`src/rtl/bkup_pkg.sv`:
```
package bkup_pkg;
  typedef enum logic [1:0] {
    MODE_STD    = 2'b00,
    MODE_DIRECT = 2'b01,
    MODE_OFF    = 2'b10,
    MODE_OFF_B  = 2'b11
  } sw_mode_e;

  localparam int unsigned CMP_W = 3;
  localparam int unsigned CMP_GT_VBAT = 0;
  localparam int unsigned CMP_GT_VTH  = 1;
  localparam int unsigned CMP_LOW     = 2;

  function automatic logic mode_off(sw_mode_e m);
    return m[1];
  endfunction
endpackage

```
`src/rtl/bkup_sync.sv`:
```
module bkup_sync #(
  parameter int unsigned W      = 3,
  parameter int unsigned STAGES = 2
) (
  input  logic         clk_i,
  input  logic         rst_ni,
  input  logic [W-1:0] d_i,
  output logic [W-1:0] q_o
);
  logic [W-1:0] pipe_q [STAGES];

  for (genvar s = 0; s < STAGES; s++) begin : g_stage
    always_ff @(posedge clk_i or negedge rst_ni) begin
      if (!rst_ni) pipe_q[s] <= '0;
      else if (s == 0) pipe_q[s] <= d_i;
      else pipe_q[s] <= pipe_q[(s == 0) ? 0 : s-1];
    end
  end

  assign q_o = pipe_q[STAGES-1];
endmodule

```
`src/rtl/bkup_select.sv`:
```
module bkup_select
  import bkup_pkg::*;
(
  input  logic     clk_i,
  input  logic     rst_ni,
  input  logic     gt_vbat_i,
  input  logic     gt_vth_i,
  input  sw_mode_e mode_i,
  output logic     sel_batt_o,
  output logic     to_batt_o
);
  logic sel_d, sel_q;

  always_comb begin
    unique case (mode_i)
      MODE_STD:    sel_d = !gt_vbat_i && !gt_vth_i;
      MODE_DIRECT: sel_d = !gt_vbat_i;
      default:     sel_d = 1'b0;
    endcase
  end

  always_ff @(posedge clk_i or negedge rst_ni) begin
    if (!rst_ni) sel_q <= 1'b0;
    else         sel_q <= sel_d;
  end

  assign sel_batt_o = sel_q;
  assign to_batt_o  = sel_d && !sel_q;

  AST_STD_THRESH_KEEPS_VDD: assert property (@(posedge clk_i) disable iff (!rst_ni)
    (mode_i == MODE_STD && gt_vth_i) |=> !sel_q);
  AST_DIRECT_FOLLOWS_CMP: assert property (@(posedge clk_i) disable iff (!rst_ni)
    (mode_i == MODE_DIRECT) |=> (sel_q == !$past(gt_vbat_i)));
  AST_OFF_NO_BATT: assert property (@(posedge clk_i) disable iff (!rst_ni)
    mode_off(mode_i) |=> !sel_q);
endmodule

```
`src/rtl/bkup_flags.sv`:
```
module bkup_flags (
  input  logic clk_i,
  input  logic rst_ni,
  input  logic to_batt_i,
  input  logic off_i,
  input  logic clr_i,
  input  logic low_i,
  output logic bsf_o,
  output logic blf_o
);
  logic bsf_q, blf_q;

  // set beats clear
  always_ff @(posedge clk_i or negedge rst_ni) begin
    if (!rst_ni)        bsf_q <= 1'b0;
    else if (off_i)     bsf_q <= 1'b0;
    else if (to_batt_i) bsf_q <= 1'b1;
    else if (clr_i)     bsf_q <= 1'b0;
  end

  always_ff @(posedge clk_i or negedge rst_ni) begin
    if (!rst_ni) blf_q <= 1'b0;
    else         blf_q <= low_i;
  end

  assign bsf_o = bsf_q;
  assign blf_o = blf_q;

  AST_BSF_HOLDS: assert property (@(posedge clk_i) disable iff (!rst_ni)
    (bsf_q && !clr_i && !off_i) |=> bsf_q);
  AST_SET_WINS: assert property (@(posedge clk_i) disable iff (!rst_ni)
    (to_batt_i && clr_i && !off_i) |=> bsf_q);
  AST_BLF_IGNORES_CLR: assert property (@(posedge clk_i) disable iff (!rst_ni)
    (clr_i && low_i) |=> blf_q);
endmodule

```
`src/rtl/bkup_supply_ctrl.sv`:
```
module bkup_supply_ctrl
  import bkup_pkg::*;
#(
  parameter int unsigned SYNC_STAGES = 2
) (
  input  logic       clk_i,
  input  logic       rst_ni,
  input  logic       vdd_gt_vbat_i,
  input  logic       vdd_gt_vth_i,
  input  logic       vbat_low_i,
  input  logic [1:0] mode_i,
  input  logic       bsf_ie_i,
  input  logic       blf_ie_i,
  input  logic       bsf_clr_i,
  output logic       sel_batt_o,
  output logic       bsf_o,
  output logic       blf_o,
  output logic       irq_no
);
  logic [CMP_W-1:0] cmp_raw, cmp_s;
  logic to_batt;
  sw_mode_e mode;

  assign mode = sw_mode_e'(mode_i);
  assign cmp_raw[CMP_GT_VBAT] = vdd_gt_vbat_i;
  assign cmp_raw[CMP_GT_VTH]  = vdd_gt_vth_i;
  assign cmp_raw[CMP_LOW]     = vbat_low_i;

  bkup_sync #(.W(CMP_W), .STAGES(SYNC_STAGES)) u_sync (
    .clk_i(clk_i), .rst_ni(rst_ni), .d_i(cmp_raw), .q_o(cmp_s)
  );

  bkup_select u_sel (
    .clk_i(clk_i), .rst_ni(rst_ni),
    .gt_vbat_i(cmp_s[CMP_GT_VBAT]), .gt_vth_i(cmp_s[CMP_GT_VTH]),
    .mode_i(mode), .sel_batt_o(sel_batt_o), .to_batt_o(to_batt)
  );

  bkup_flags u_flags (
    .clk_i(clk_i), .rst_ni(rst_ni), .to_batt_i(to_batt),
    .off_i(mode_off(mode)), .clr_i(bsf_clr_i), .low_i(cmp_s[CMP_LOW]),
    .bsf_o(bsf_o), .blf_o(blf_o)
  );

  assign irq_no = !((bsf_o && bsf_ie_i) || (blf_o && blf_ie_i));

  AST_SWITCH_SETS_BSF: assert property (@(posedge clk_i) disable iff (!rst_ni)
    ($rose(sel_batt_o) && !mode_off($past(mode))) |-> bsf_o);
  AST_OFF_BSF_ZERO: assert property (@(posedge clk_i) disable iff (!rst_ni)
    mode_off(mode) |=> !bsf_o);
  AST_BLF_IRQ: assert property (@(posedge clk_i) disable iff (!rst_ni)
    (blf_o && blf_ie_i) |-> !irq_no);
endmodule

```
`config.mk`:
```
export PLATFORM = sky130hd
export DESIGN_NAME = bkup_supply_ctrl
export DESIGN_NICKNAME = d
export VERILOG_FILES = /design/src/rtl/bkup_pkg.sv /design/src/rtl/bkup_sync.sv /design/src/rtl/bkup_select.sv /design/src/rtl/bkup_flags.sv /design/src/rtl/bkup_supply_ctrl.sv
export SDC_FILE = /design/constraint.sdc
export NUM_CORES = 1
export LEC_CHECK = 0
export ABC_AREA = 1
export BUFFER_PORTS_ARGS = -buffer_cell sky130_fd_sc_hd__buf_4
export CAP_MARGIN = 20
export CELL_PAD_IN_SITES_DETAIL_PLACEMENT = 0
export CELL_PAD_IN_SITES_GLOBAL_PLACEMENT = 2
export CORE_AREA = 2 2 39 41
export CTS_BUF_LIST = sky130_fd_sc_hd__clkbuf_4
export DETAILED_ROUTE_END_ITERATION = 8
export DIE_AREA = 0 0 41 43
export GPL_TIMING_DRIVEN = 0
export PLACE_DENSITY = 0.61
export RECOVER_POWER = 25
export SKIP_LAST_GASP = 1
export SLEW_MARGIN = 5
export SYNTH_ARGS = -nofsm -noshare
export SYNTH_HDL_FRONTEND = slang
export SYNTH_SLANG_ARGS = --single-unit
```
`constraint.sdc`:
```
create_clock -name clk_i -period 1.55 [get_ports clk_i]
set_input_delay 0 -clock clk_i [delete_from_list [all_inputs] [get_ports clk_i]]
set_output_delay 0 -clock clk_i [all_outputs]
set_load 0.005 [all_outputs]
```
---- Word level (Yosys, flattened, before mapping) ----
Index checks and enable logic that the tools add are counted.
word-level totals
  input port bits ......................... 10
  register bits ........................... 9
operators by class
  eq/ne operators ......................... 1
  reduce and logical (&&, ||, !) cells .... 11
  multiplexer cells ....................... 4
operator list
  operator              count
  $logic_and A1 B1 Y1   4
  $logic_not A1 Y1      4
  $mux W1               3
  $reduce_bool A3 Y1    1
  $eq A2 B1 Y1 const B  1
  $logic_not A2 Y1      1
  $pmux W1 S2           1
  $logic_or A1 B1 Y1    1

---- Depth between registers and ports, before layout ----
  depth after elaboration ................. 6
  gate-level depth with buffers ........... 4
  mapped depth without buffers ............ 4

---- By module ----
A second synthesis with hierarchy kept.
unflattened totals
  cell total of the unflattened synthesis .. 26
  area total of the unflattened synthesis .. 307.8 µm²
modules (own cells, without submodules)
  module            area an instance (µm²)  cells an instance  times used
  bkup_sync         172.7                   9                  1
  bkup_flags        70.1                    6                  1
  bkup_select       50.0                    7                  1
  bkup_supply_ctrl  15.0                    4                  1

---- Worst setup path after synthesis ----
No wires, ideal clock.
  kind .................................... reg-to-reg
  start point ............................. register, netlist name u_flags.bsf_o
  end point ............................... register u_flags.bsf_q (netlist: u_flags.bsf_o)
  stages on the path, launching flop included .. 3
  arrival time ............................ 0.504 ns
  library setup time ...................... 0.117 ns
  required time ........................... 1.433 ns
  path slack .............................. 0.929 ns
  period minus slack after synthesis ...... 0.621 ns
  cells stage by stage .................... dfrtp_1 > nand3b_1 > nand2_1
RTL lines
  what                  RTL line          source
  to (signal assigned)  bkup_flags.sv:15  if (!rst_ni) bsf_q <= 1'b0;
  to (signal assigned)  bkup_flags.sv:16  else if (off_i) bsf_q <= 1'b0;
  to (signal assigned)  bkup_flags.sv:17  else if (to_batt_i) bsf_q <= 1'b1;
  to (decl)             bkup_flags.sv:11  logic bsf_q, blf_q;

---- Worst setup path after layout ----
  start point ............................. register u_flags.bsf_q (netlist: u_flags.bsf_o)
  end point ............................... output irq_no
between the ends
  cells in the longest elaborated chain, start to end .. 3
ends and longest elaborated chain
  what                 RTL line                source
  $logic_and A1 B1 Y1  bkup_supply_ctrl.sv:45  assign irq_no = !((bsf_o && bsf_ie_i) || (blf_o && blf_ie_i));
  $logic_or A1 B1 Y1   bkup_supply_ctrl.sv:45
  $logic_not A1 Y1     bkup_supply_ctrl.sv:45
  to (decl)            bkup_supply_ctrl.sv:18  output logic irq_no
Every way passes these cells.

==> impl_metrics.csv <==
group,metric,value,unit
placed_design,place_inst,51,
drt,drc,0,
drt,first_pass_iters,2,
worst_hold_path,min_path_type,"input pin to flop",
timing,finalCriticalPeriod,0.8916,ns
timing,worstMarginPinSlew,0.4582,ns
logic_synthesis,synth-xor-area-share,0,%
power,power_density,1037,nW/um^2
layout,antenna_cells,0,
worst_setup_path,crit_type,"flop to output port",
floorplan,rows,14,
logic_synthesis,seq_area_frac_synth,80.00,%
drt,vias_per_cell,3.517,
drt,vias,211,
timing,setup_viol,0,
power,p_clk_share,38.9,%
cts,cts_buffer_depth,2,
layout,fillers,146,
worst_setup_path,path_common_cell,"nand2_1",
worst_setup_path,cp.required,1.55,ns
timing,hold_viol_final,0,
worst_setup_path,crit_arrival,0.89,ns
layout,final_core_util,34.36,%
worst_hold_path,min_to,"u_flags.bsf_o",
global_routing,grt_usage,5.595,%
power,power_frac_seq,51.0,%
logic_synthesis,yosys.area_share.simple,14.67,%
worst_hold_path,min_path_cells,4,
timing,slew_violations,0,
worst_setup_path,path_cells,"nand2_1, nand2_1, inv_1, buf_4",
logic_synthesis,synth-compound-area-share,0,%
floorplan,coreArea,1384,um^2
layout,drive_above_1_share,36.36,%
worst_setup_path,rrSetupSlack,0.87,ns
cts,cts-buffers-inserted,3,
timing,fin_setup_tns,0,ns
worst_setup_path,r2r_cells,3,
power,power_frac_comb,10.1,%
logic_synthesis,muxShareOfSynthArea,0,%
timing,rsz0062_at_grt,"false",
timing,fmax,1122,MHz
global_routing,grt_pass1_wl,607,um
drt,wl_per_cell,7.400,um
cts,htreeDepth,1,
drt,drt_iter0_drc,1,
floorplan,num_io_pins,14,
logic_synthesis,synthAdderAreaFrac,0,%
floorplan,die_h,43,um
cts,worst_skew_pair.late_latency,0.25,ns
placed_design,io_buffers,13,
timing,fin_crit_sh,57.53,%
placed_design,gp_congestion,0.5626,
flow_run,drv_cap,0,
cts,cts_tree,"built",
floorplan,dieArea,1763,um^2
logic_synthesis,synth_cell_types,7,
global_routing,grt_pass1_vias,176,
run_status,outcome,"completed",
global_routing,antenna_found_initial,0,
logic_synthesis,ys_seq_elements,9,
worst_setup_path,slowest_delay,0.39,ns
timing,fin_skew,0.001645,ns
drt,drt-total-wl,444,um
cts,cts_sinks,9,
worst_setup_path,cp-start-kind,"flop",
timing,relSlewSlack,69.46,%
drt,ant_nets,0,
floorplan,die_w,41,um
power,totalPowerFinal,0.4930,mW
power,p_sw,0.09613,mW
layout,nets,55,
global_routing,grt_max_degree,10,
logic_synthesis,avgSynthCellArea,12.80,um^2
power,leakage,0.2469,nW
worst_hold_path,hold_path.startpoint,"mode_i[1]",
worst_setup_path,rr_endpoint,"u_flags.bsf_o",
power,p_int,0.3969,mW
logic_synthesis,synth_top_family_by_area,"simple AND/OR/NAND/NOR gates",
cts,post_cts_resized,0,
worst_setup_path,cp_max_fo,3,
placed_design,hpwl,300.8,um
layout,final-seq-area,225.2,um^2
worst_setup_path,critical_path.slowest_cell,"dfrtp_1",
power,ir_drop,0.6930,mV
worst_setup_path,worstReg2RegStart,"u_sync.q_o[0]",
worst_setup_path,cp-end-kind,"output port",
logic_synthesis,synthesis.nets,32,
logic_synthesis,yosys_warnings,0,
layout,finalInstanceArea,475.5,um^2
cts,clk_pin_slew,0.06,ns
logic_synthesis,synthCells,22,
layout,multiInputGateArea,41.29,um^2
layout,fin_cells,60,
placed_design,placed_area,399.1,um^2
cts,clockRootBuffer,"clkbuf_4",
global_routing,grt-ovfl-total,0,
logic_synthesis,synth_area,281.5,um^2
floorplan,initial_core_util,20.34,%
worst_setup_path,startpoint,"u_flags.bsf_o",
layout,area_growth,68.89,%
power,p_sw_share,19.50,%
==> through the flow <==
stage | setup slack, ns | hold WS [ns]
after detailed placement | 0.8868 | -0.1736
after global placement | 0.8956 | -0.1736
after global routing | 0.5947 | 0.02328
after CTS | 0.6401 | 0.01256
after floorplan | 0.9291 | -0.2956
final | 0.6584 | 0.01682
==> layout by cell type, fill, tap and decap left out <==
cell           netlist  routed
and2_1               1       1
buf_4                0      12
clkbuf_1             0       1
clkbuf_4             0       4
dfrtp_1              9       9
dlygate4sd3_1        0       5
inv_1                4       4
nand2_1              5       5
nand3_1              1       1
nand3b_1             1       1
nor2_1               1       1
==> synthesized netlist by cell type <==
| cell | n | area, um^2 |
|---|---|---|
| dfrtp_1 | 9 | 225.2 |
| nand2_1 | 5 | 18.77 |
| inv_1 | 4 | 15.01 |
| and2_1 | 1 | 6.260 |
| nand3_1 | 1 | 5.000 |
| nand3b_1 | 1 | 7.510 |
| nor2_1 | 1 | 3.750 |
==> worst max path at each step <==
stage | endpoint | slack (ns) | cells after the start
after floorplan | u_flags.bsf_o | 0.93 | 2
after global placement | u_flags.bsf_o | 0.90 | 3
after detailed placement | u_flags.bsf_o | 0.89 | 3
after CTS | irq_no | 0.64 | 4
after global routing | irq_no | 0.59 | 4
final | irq_no | 0.66 | 4
==> critical path: cells and delay by family (launching register included) <==
family | cells | cell delay, ns
DFF | 1 | 0.39
and+or+nand+nor | 2 | 0.11
buffers and inverters | 2 | 0.13
==> metal layers <==
layer	part of all wire (%)	routed length (um)	up-vias	track usage, %
li1	-	-	108	-
met4	0	0	0	2.000
met1	42	188	88	4.027
met3	17	74	0	6.283
met2	41	182	15	8.750
met5	0	0	-	0
==> power by group through the flow <==
| stage | sequential (mW) | clock (mW) | combinational, mW |
|---|---|---|---|
| floorplan | 0.256 | 0 | 0.00861 |
| global placement | 0.256 | 0 | 0.0411 |
| detailed placement | 0.256 | 0 | 0.0417 |
| CTS | 0.252 | 0.200 | 0.0516 |
| global route | 0.253 | 0.218 | 0.0558 |
| finish | 0.252 | 0.192 | 0.0497 |
==> cells by family (layout without fill, tap and decap cells) <==
kind of cell,after synthesis,in the layout
and+or+nand+nor,9,9
DFF,9,9
buffers and inverters,4,26
==> cell type report <==
class	instances	area share, %
Timing Repair Buffer	18	30.26
Inverter	4	3.158
Clock buffer	4	6.316
Sequential cell	9	47.37
Multi-Input combinational cell	9	8.684
Tap cell	16	4.211
==> timing repair <==
item,in CTS,in global routing
endpoints found under the hold margin,13,0
buffers inserted,0,0
hold buffers,5,0
==> flip-flops by register name, summed over array words and instances (netlist names) <==
register and flops:
u_flags.blf_o 1, u_sel.sel_batt_o 1, u_sync.pipe_q 3, u_sync.q_o 3, u_flags.bsf_o 1
No activity file was read; power rests on OpenSTA's default activity.
